File: config.mk
export PLATFORM = sky130hd
export DESIGN_NAME = cwcid_seq
export DESIGN_NICKNAME = d
export VERILOG_FILES = /design/src/rtl/cwcid_seq.sv
export SDC_FILE = /design/constraint.sdc
export NUM_CORES = 1
export LEC_CHECK = 0
export BUFFER_PORTS_ARGS = -buffer_cell sky130_fd_sc_hd__buf_2
export CORE_MARGIN = 2
export CORE_UTILIZATION = 53
export CTS_CLUSTER_SIZE = 30
export DETAILED_ROUTE_END_ITERATION = 16
export HOLD_SLACK_MARGIN = 0.1
export PLACE_DENSITY_LB_ADDON = 0.12
export SKIP_LAST_GASP = 1
export SLEW_MARGIN = 5
export SYNTH_ARGS = -nofsm -noshare
export SYNTH_HDL_FRONTEND = slang
export SYNTH_SLANG_ARGS = --single-unit
File: constraint.sdc
create_clock -name clk -period 1.75 [get_ports clk]
set_input_delay 0.175 -clock clk [delete_from_list [all_inputs] [get_ports clk]]
set_output_delay 0.175 -clock clk [all_outputs]
set_load 0.05 [all_outputs]
File: src/rtl/cwcid_seq.sv
module cwcid_seq #(
  parameter int CLK_KHZ  = 1000,
  parameter int GUARD_MS = 50,
  parameter int ACK_TMO_MS = 500,
  parameter int QUIET_MS = 100
) (
  input  logic clk,
  input  logic rst_n,
  input  logic det,
  input  logic irq_n,
  output logic rx_fsk_mode,
  output logic mic_mute,
  output logic hset_mute,
  output logic ack_req,
  output logic abandon
);
  localparam int GUARD_CYC = GUARD_MS * CLK_KHZ;
  localparam int TMO_CYC   = ACK_TMO_MS * CLK_KHZ;
  localparam int QUIET_CYC = QUIET_MS * CLK_KHZ;
  localparam int MAX_CYC   = (TMO_CYC > GUARD_CYC) ?
                             ((TMO_CYC > QUIET_CYC) ? TMO_CYC : QUIET_CYC) :
                             ((GUARD_CYC > QUIET_CYC) ? GUARD_CYC : QUIET_CYC);
  localparam int CW = $clog2(MAX_CYC + 1);

  typedef enum logic [2:0] {S_TONE, S_GUARD, S_ACK, S_WAIT, S_RX} st_t;

  st_t           st;
  logic [CW-1:0] cnt;
  logic          det_q;
  logic          abandon_q;

  wire at_guard_end = (cnt == CW'(GUARD_CYC - 1));
  wire at_tmo_end   = (cnt == CW'(TMO_CYC - 1));
  wire at_quiet_end = (cnt == CW'(QUIET_CYC - 1));

  always_ff @(posedge clk or negedge rst_n) begin
    if (!rst_n) begin
      st        <= S_TONE;
      cnt       <= '0;
      det_q     <= 1'b0;
      abandon_q <= 1'b0;
    end else begin
      det_q     <= det;
      abandon_q <= 1'b0;
      case (st)
        S_TONE: begin
          cnt <= '0;
          if (!irq_n) st <= S_GUARD;
        end
        S_GUARD: begin
          if (det) begin
            st        <= S_TONE;
            abandon_q <= 1'b1;
            cnt       <= '0;
          end else if (at_guard_end) begin
            st  <= S_ACK;
            cnt <= '0;
          end else begin
            cnt <= cnt + 1'b1;
          end
        end
        S_ACK: begin
          st  <= S_WAIT;
          cnt <= '0;
        end
        S_WAIT: begin
          if (det) begin
            st  <= S_RX;
            cnt <= '0;
          end else if (at_tmo_end) begin
            st  <= S_TONE;
            cnt <= '0;
          end else begin
            cnt <= cnt + 1'b1;
          end
        end
        S_RX: begin
          if (det) begin
            cnt <= '0;
          end else if (at_quiet_end) begin
            st  <= S_TONE;
            cnt <= '0;
          end else begin
            cnt <= cnt + 1'b1;
          end
        end
        default: begin
          st  <= S_TONE;
          cnt <= '0;
        end
      endcase
    end
  end

  assign rx_fsk_mode = (st != S_TONE);
  assign hset_mute   = rx_fsk_mode;
  assign mic_mute    = rx_fsk_mode | det_q;
  assign ack_req     = (st == S_ACK);
  assign abandon     = abandon_q;

  // in tone mode the mic mute tracks detect with one cycle of delay
  p_mic_follow_r1: assert property (@(posedge clk) disable iff (!rst_n)
    (!rx_fsk_mode && $past(rst_n)) |-> (mic_mute == $past(det)));

  // qualified alert moves to FSK mode with all mutes set
  p_alert_switch_r2: assert property (@(posedge clk) disable iff (!rst_n)
    (!rx_fsk_mode && !irq_n) |=> (rx_fsk_mode && hset_mute && mic_mute));

  // abandon only when leaving FSK mode, never together with ack
  p_abandon_exit_r3: assert property (@(posedge clk) disable iff (!rst_n)
    abandon |-> (!rx_fsk_mode && !ack_req && $past(rx_fsk_mode)));

  // acknowledge request is a single-cycle pulse issued in FSK mode
  p_ack_pulse_r4: assert property (@(posedge clk) disable iff (!rst_n)
    ack_req |=> (!ack_req && rx_fsk_mode));

  // no acknowledge after a detect seen in the guard window
  p_no_ack_on_det_r4: assert property (@(posedge clk) disable iff (!rst_n)
    (st == S_GUARD && det) |=> !ack_req);

  // detect high while receiving keeps the receiver in FSK mode
  p_rx_hold_r6: assert property (@(posedge clk) disable iff (!rst_n)
    (st == S_RX && det) |=> rx_fsk_mode);
endmodule

Word level (Yosys, flattened, before mapping)
Cells that the tools add are included.
{"block": "op_classes", "addsub": 1, "n_eq_ne": 12, "n_mux": 17, "bitwise": 1, "n_reduce_logical": 3}
{"cell": "2-to-1 mux 19 bit", "count": 6}
{"cell": "case mux 19 bit (3 select lines)", "count": 1}
{"cell": "2-to-1 mux 3 bit", "count": 7}
{"cell": "adder 19 x 1 -> 19 bit, second input constant", "count": 1}
{"cell": "equality test 19 x 16 -> 1 bit, second input constant", "count": 1}
{"cell": "equality test 19 x 17 -> 1 bit, second input constant", "count": 1}
{"cell": "equality test 19 bit, second input constant", "count": 1}
{"cell": "case mux 3 bit (5 select lines)", "count": 1}
{"cell": "equality test 3 x 2 -> 1 bit, second input constant", "count": 2}
{"cell": "inequality test 2 bit, second input constant", "count": 3}
{"cell": "inequality test 3 bit, second input constant", "count": 2}
{"cell": "AND reduction 5 bit", "count": 1}
{"cell": "equality test 3 x 1 -> 1 bit, second input constant", "count": 1}
{"cell": "equality test 3 bit, second input constant", "count": 1}
{"cell": "zero test 3 bit", "count": 1}
{"cell": "nonzero test 3 bit", "count": 1}
{"cell": "2-to-1 mux 1 bit", "count": 2}
{"cell": "bitwise OR 1 bit", "count": 1}
{"block": "word_totals", "ff_bits": 24, "out_inout_bits": 5, "word_cells": 38}

Longest topological paths before layout
{"block": "depth", "depth_word": 4, "depth_mapped": 7}

Worst setup path before layout
No wires, ideal clock.
{"block": "synth_timing", "path_type": "register to register", "start": "register cnt[0]", "end": "register st[0]", "t_arrival_ps": 1670, "setup_slack_ps": -65, "path_stages_with_launch": 8, "path_buffers": 2, "synth_period_minus_slack_ps": 1815, "path_cell_list": "dfrtp_1 > ha_1 > buf_2 > and4b_1 > nand3_1 > o31ai_1 > clkbuf_1 > o311ai_1"}
{"block": "synth_between", "elab_chain_cells": 3}
{"item": "from (decl)", "line": "28", "source": "logic [CW-1:0] cnt;"}
{"item": "from (signal assigned)", "line": "59", "source": "cnt <= cnt + 1'b1;"}
{"item": "from (signal assigned)", "line": "74", "source": "cnt <= cnt + 1'b1;"}
{"item": "from (signal assigned)", "line": "84", "source": "cnt <= cnt + 1'b1;"}
{"item": "equality test 19 bit, or another cell as far along", "line": "33", "source": "wire at_tmo_end = (cnt == CW'(TMO_CYC - 1));"}
{"item": "inequality test 3 bit (no source line) / inequality test 2 bit (equally long branches)"}
{"item": "AND reduction 5 bit (no source line) (*)"}
{"item": "to (signal assigned)", "line": "38", "source": "st <= S_TONE;"}
{"item": "to (signal assigned)", "line": "48", "source": "if (!irq_n) st <= S_GUARD;"}
{"item": "to (signal assigned)", "line": "52", "source": "st <= S_TONE;"}
{"item": "to (decl)", "line": "27", "source": "st_t st;"}
Mark *: on every way between the ends. The rest lies on a longest branch, timed or not.
A chain may end at the register's enable or synchronous reset.

Worst setup path in the final report
{"block": "layout_timing", "start": "register cnt[16]", "end": "register st[1]"}
The elaborated chain is that of the path after synthesis.

==> impl_metrics.env <==
export IMPL_via_count=1143
export IMPL_holdCritPathClass="in2reg"
export IMPL_die_x_um=54.0
export IMPL_syn_num_nets=136
export IMPL_dp_hpwl_um=2070
export IMPL_run_status="finished clean"
export IMPL_setup_viol=0
export IMPL_total_power_w=0.00167
export IMPL_antenna_left=0
export IMPL_max_stage_delay_ns=0.53
export IMPL_crit_buf_inv=1
export IMPL_synth_most_common_cell="dfrtp_1"
export IMPL_synthFlopType="dfrtp_1"
export IMPL_drv_cap=0
export IMPL_die_h_um=54.0
export IMPL_drive_above_1_share_pct=30.2
export IMPL_root_buffer="clkbuf_4"
export IMPL_start_util_pct=54.6
export IMPL_ys_ff_latch=24
export IMPL_async_flop_share_pct=100
export IMPL_portBuffers=8
export IMPL_synth_top_area_share_pct=45.2
export IMPL_cts_tree="yes"
export IMPL_row_count=18
export IMPL_max_freq_mhz=573
export IMPL_antenna_found_initial=0
export IMPL_period_share_pct=99.7
export IMPL_grt_overflow_total=0
export IMPL_fin_crit_ns=1.74
export IMPL_cp_top_family="simple AND/OR/NAND/NOR gates"
export IMPL_diodes=0
export IMPL_cp_slowest_cell="or4b_4"
export IMPL_final_hold_violation_count=0
export IMPL_core_mm2=0.00243
export IMPL_synth_area_per_cell_um2=10.1
export IMPL_endpoint_kind="register"
export IMPL_grt_pass1_wl_um=4660
export IMPL_whs_ns=0.187
export IMPL_worstSetupPathType="reg2reg"
export IMPL_ir_drop_uv=1130
export IMPL_synth_area_top_cells="dfrtp_1 45%, a31oi_1 5.7%, xor2_1 5.3%"
export IMPL_grt_max_degree=25
export IMPL_yosysUniqueCellTypes=37
export IMPL_finalClockSkew_ns=0.00743
export IMPL_leakage_nw=0.681
export IMPL_crit_path_start_kind="register"
export IMPL_grt_pass1_vias=1042
export IMPL_rsz0062_at_grt="yes"
export IMPL_gp_congestion=0.846
export IMPL_crit_fanout=6
export IMPL_vias_per_cell=6.05
export IMPL_fin_nets=165
export IMPL_clock_path_buffers=2
export IMPL_clk_pin_slew_ns=0.14
export IMPL_dieArea_mm2=0.00292
export IMPL_synthCells=131
export IMPL_p_per_area_mw_per_mm2=1010
export IMPL_path_cells="nand2_2 -> or4b_4 -> o31ai_4 -> buf_4 -> a21bo_1"
export IMPL_clkSinkCount=24
export IMPL_syn2layout_area_growth_pct=24.4
export IMPL_drt_pass1_iterations=4
export IMPL_drt_iter0_markers=36
export IMPL_cp_arrival_ns=1.96
export IMPL_numCtsBuffers=3
export IMPL_yosysTopAreaCell="dfrtp_1"
export IMPL_cts_max_level=1
export IMPL_worstPathRequired_ns=1.97
export IMPL_synth_warning_count=0
export IMPL_slew_violations=0
export IMPL_yosys_top_cells_count="24 x dfrtp_1, 12 x a31oi_1, 8 x or3_1, 8 x xor2_1, 7 x a32oi_1"
export IMPL_track_usage_pct=22.0
export IMPL_ys_seq_area_share_pct=45.2
export IMPL_synth_edf_count=0
export IMPL_clk_latency_ns=0.32
export IMPL_io_pins=9
export IMPL_drt_total_wl_um=3070
export IMPL_relSlewSlack_pct=64.6
export IMPL_wl_per_cell_um=16.2
export IMPL_drc=0
export IMPL_tightest_slew_ns=0.530
export IMPL_syn_area_mm2=0.00133
==> power breakdown <==
group	internal (W)	switching, W	leakage [nW]
clock network	0.000127	0.000170	0.0210
logic	0.000277	0.000459	0.336
registers	0.000610	0.0000281	0.325
total	0.00101	0.000657	0.681
==> cells by family after synthesis <==
group	after synthesis	synth area share (%)
AO/OA/AOI/OAI	32	17.9
adder cells (fa/ha/maj)	1	0.942
XOR/XNOR	10	6.60
buffers and inverters	12	4.71
flip-flops	24	45.2
AND/OR/NAND/NOR	52	24.6
==> metal layers <==
layer | routed length, µm | up-vias | share of wire, % | track usage [%]
met1 | 1400 | 546 | 46 | 30.0
met2 | 1530 | 31 | 50 | 37.4
met3 | 108 | 6 | 3.5 | 2.50
met4 | 29 | 0 | 0.95 | 5.00
met5 | 0 | - | 0 | 0
li1 | - | 560 | - | -
==> worst register-to-register path: cells and delay by family, from the launching register on <==
family          cells  cell delay (ns)
simple gates        2             0.61
buf+inv             1             0.18
compound gates      2             0.42
flops               1             0.43
==> area by class of cell <==
class | count | area, µm²
fillers | 183 | 781
repair buffers | 32 | 254
inverters | 4 | 15.0
flip-flops and latches | 24 | 603
well taps | 30 | 37.5
multi-input cells | 95 | 706
clock buffers | 4 | 36.3
==> flip-flops by register name (all words and copies together) (netlist names) <==
name     flops
abandon      1
cnt         19
det_q        1
st           3
==> layout by cell type (no fill, tap or decap), types with 2 or more instances in the layout <==
cell type	instances
a31oi_1	12
a32oi_1	7
and2_1	2
buf_2	7
buf_4	17
buf_6	5
clkbuf_4	3
dfrtp_1	22
dfrtp_2	2
dlygate4sd3_1	2
inv_1	4
nand2_1	5
nand2b_1	2
nand3_1	4
nand4_1	5
nand4_2	2
nand4b_1	2
nor2_1	5
nor2b_1	2
nor3_1	3
o21ai_0	5
o31ai_1	2
o31ai_4	3
or3_1	7
or4_1	2
xnor2_1	2
xor2_1	8
==> per-stage QoR <==
step	std cells	setup TNS, ns	util [%]	instance area (µm²)	setup WS, ns
after floorplan	131	-0.136	-	1340	-0.0136
after global routing	189	-0.658	67.9	1650	-0.0623
final	189	0	67.9	1650	0.00543
after CTS	187	-0.0229	65.3	1590	-0.0229
after global placement	178	0	61.5	1500	0.0339
after detailed placement	178	-0.00434	61.5	1500	-0.00434
==> repair_timing <==
action / in CTS / in global routing
gates cloned: 0 / 1
hold buffers: 2 / 0
endpoints found under the hold margin: 25 / 0
buffers inserted: 3 / 1
pin swaps: 0 / 0
resized for setup: 3 / 15
setup endpoints to repair: 3 / 22
==> path summary, 6_finish.rpt <==
kind                                         from           endpoint  slack [ns]  cells past startpoint
max in group asynchronous                   rst_n   cnt[2]$_DFF_PN0_        1.00                      2
min in group asynchronous                   rst_n   cnt[7]$_DFF_PN0_        0.37                      2
worst min-delay path                        irq_n  st[0]$_DFFE_PN0P_        0.19                      3
worst max register to register  cnt[16]$_DFF_PN0_  st[1]$_DFFE_PN0P_       0.005                      5
worst max-delay path            cnt[16]$_DFF_PN0_  st[1]$_DFFE_PN0P_       0.005                      5
worst min register to register   cnt[0]$_DFF_PN0_   cnt[0]$_DFF_PN0_        0.46                      1
(Power assumes the default switching activity.)
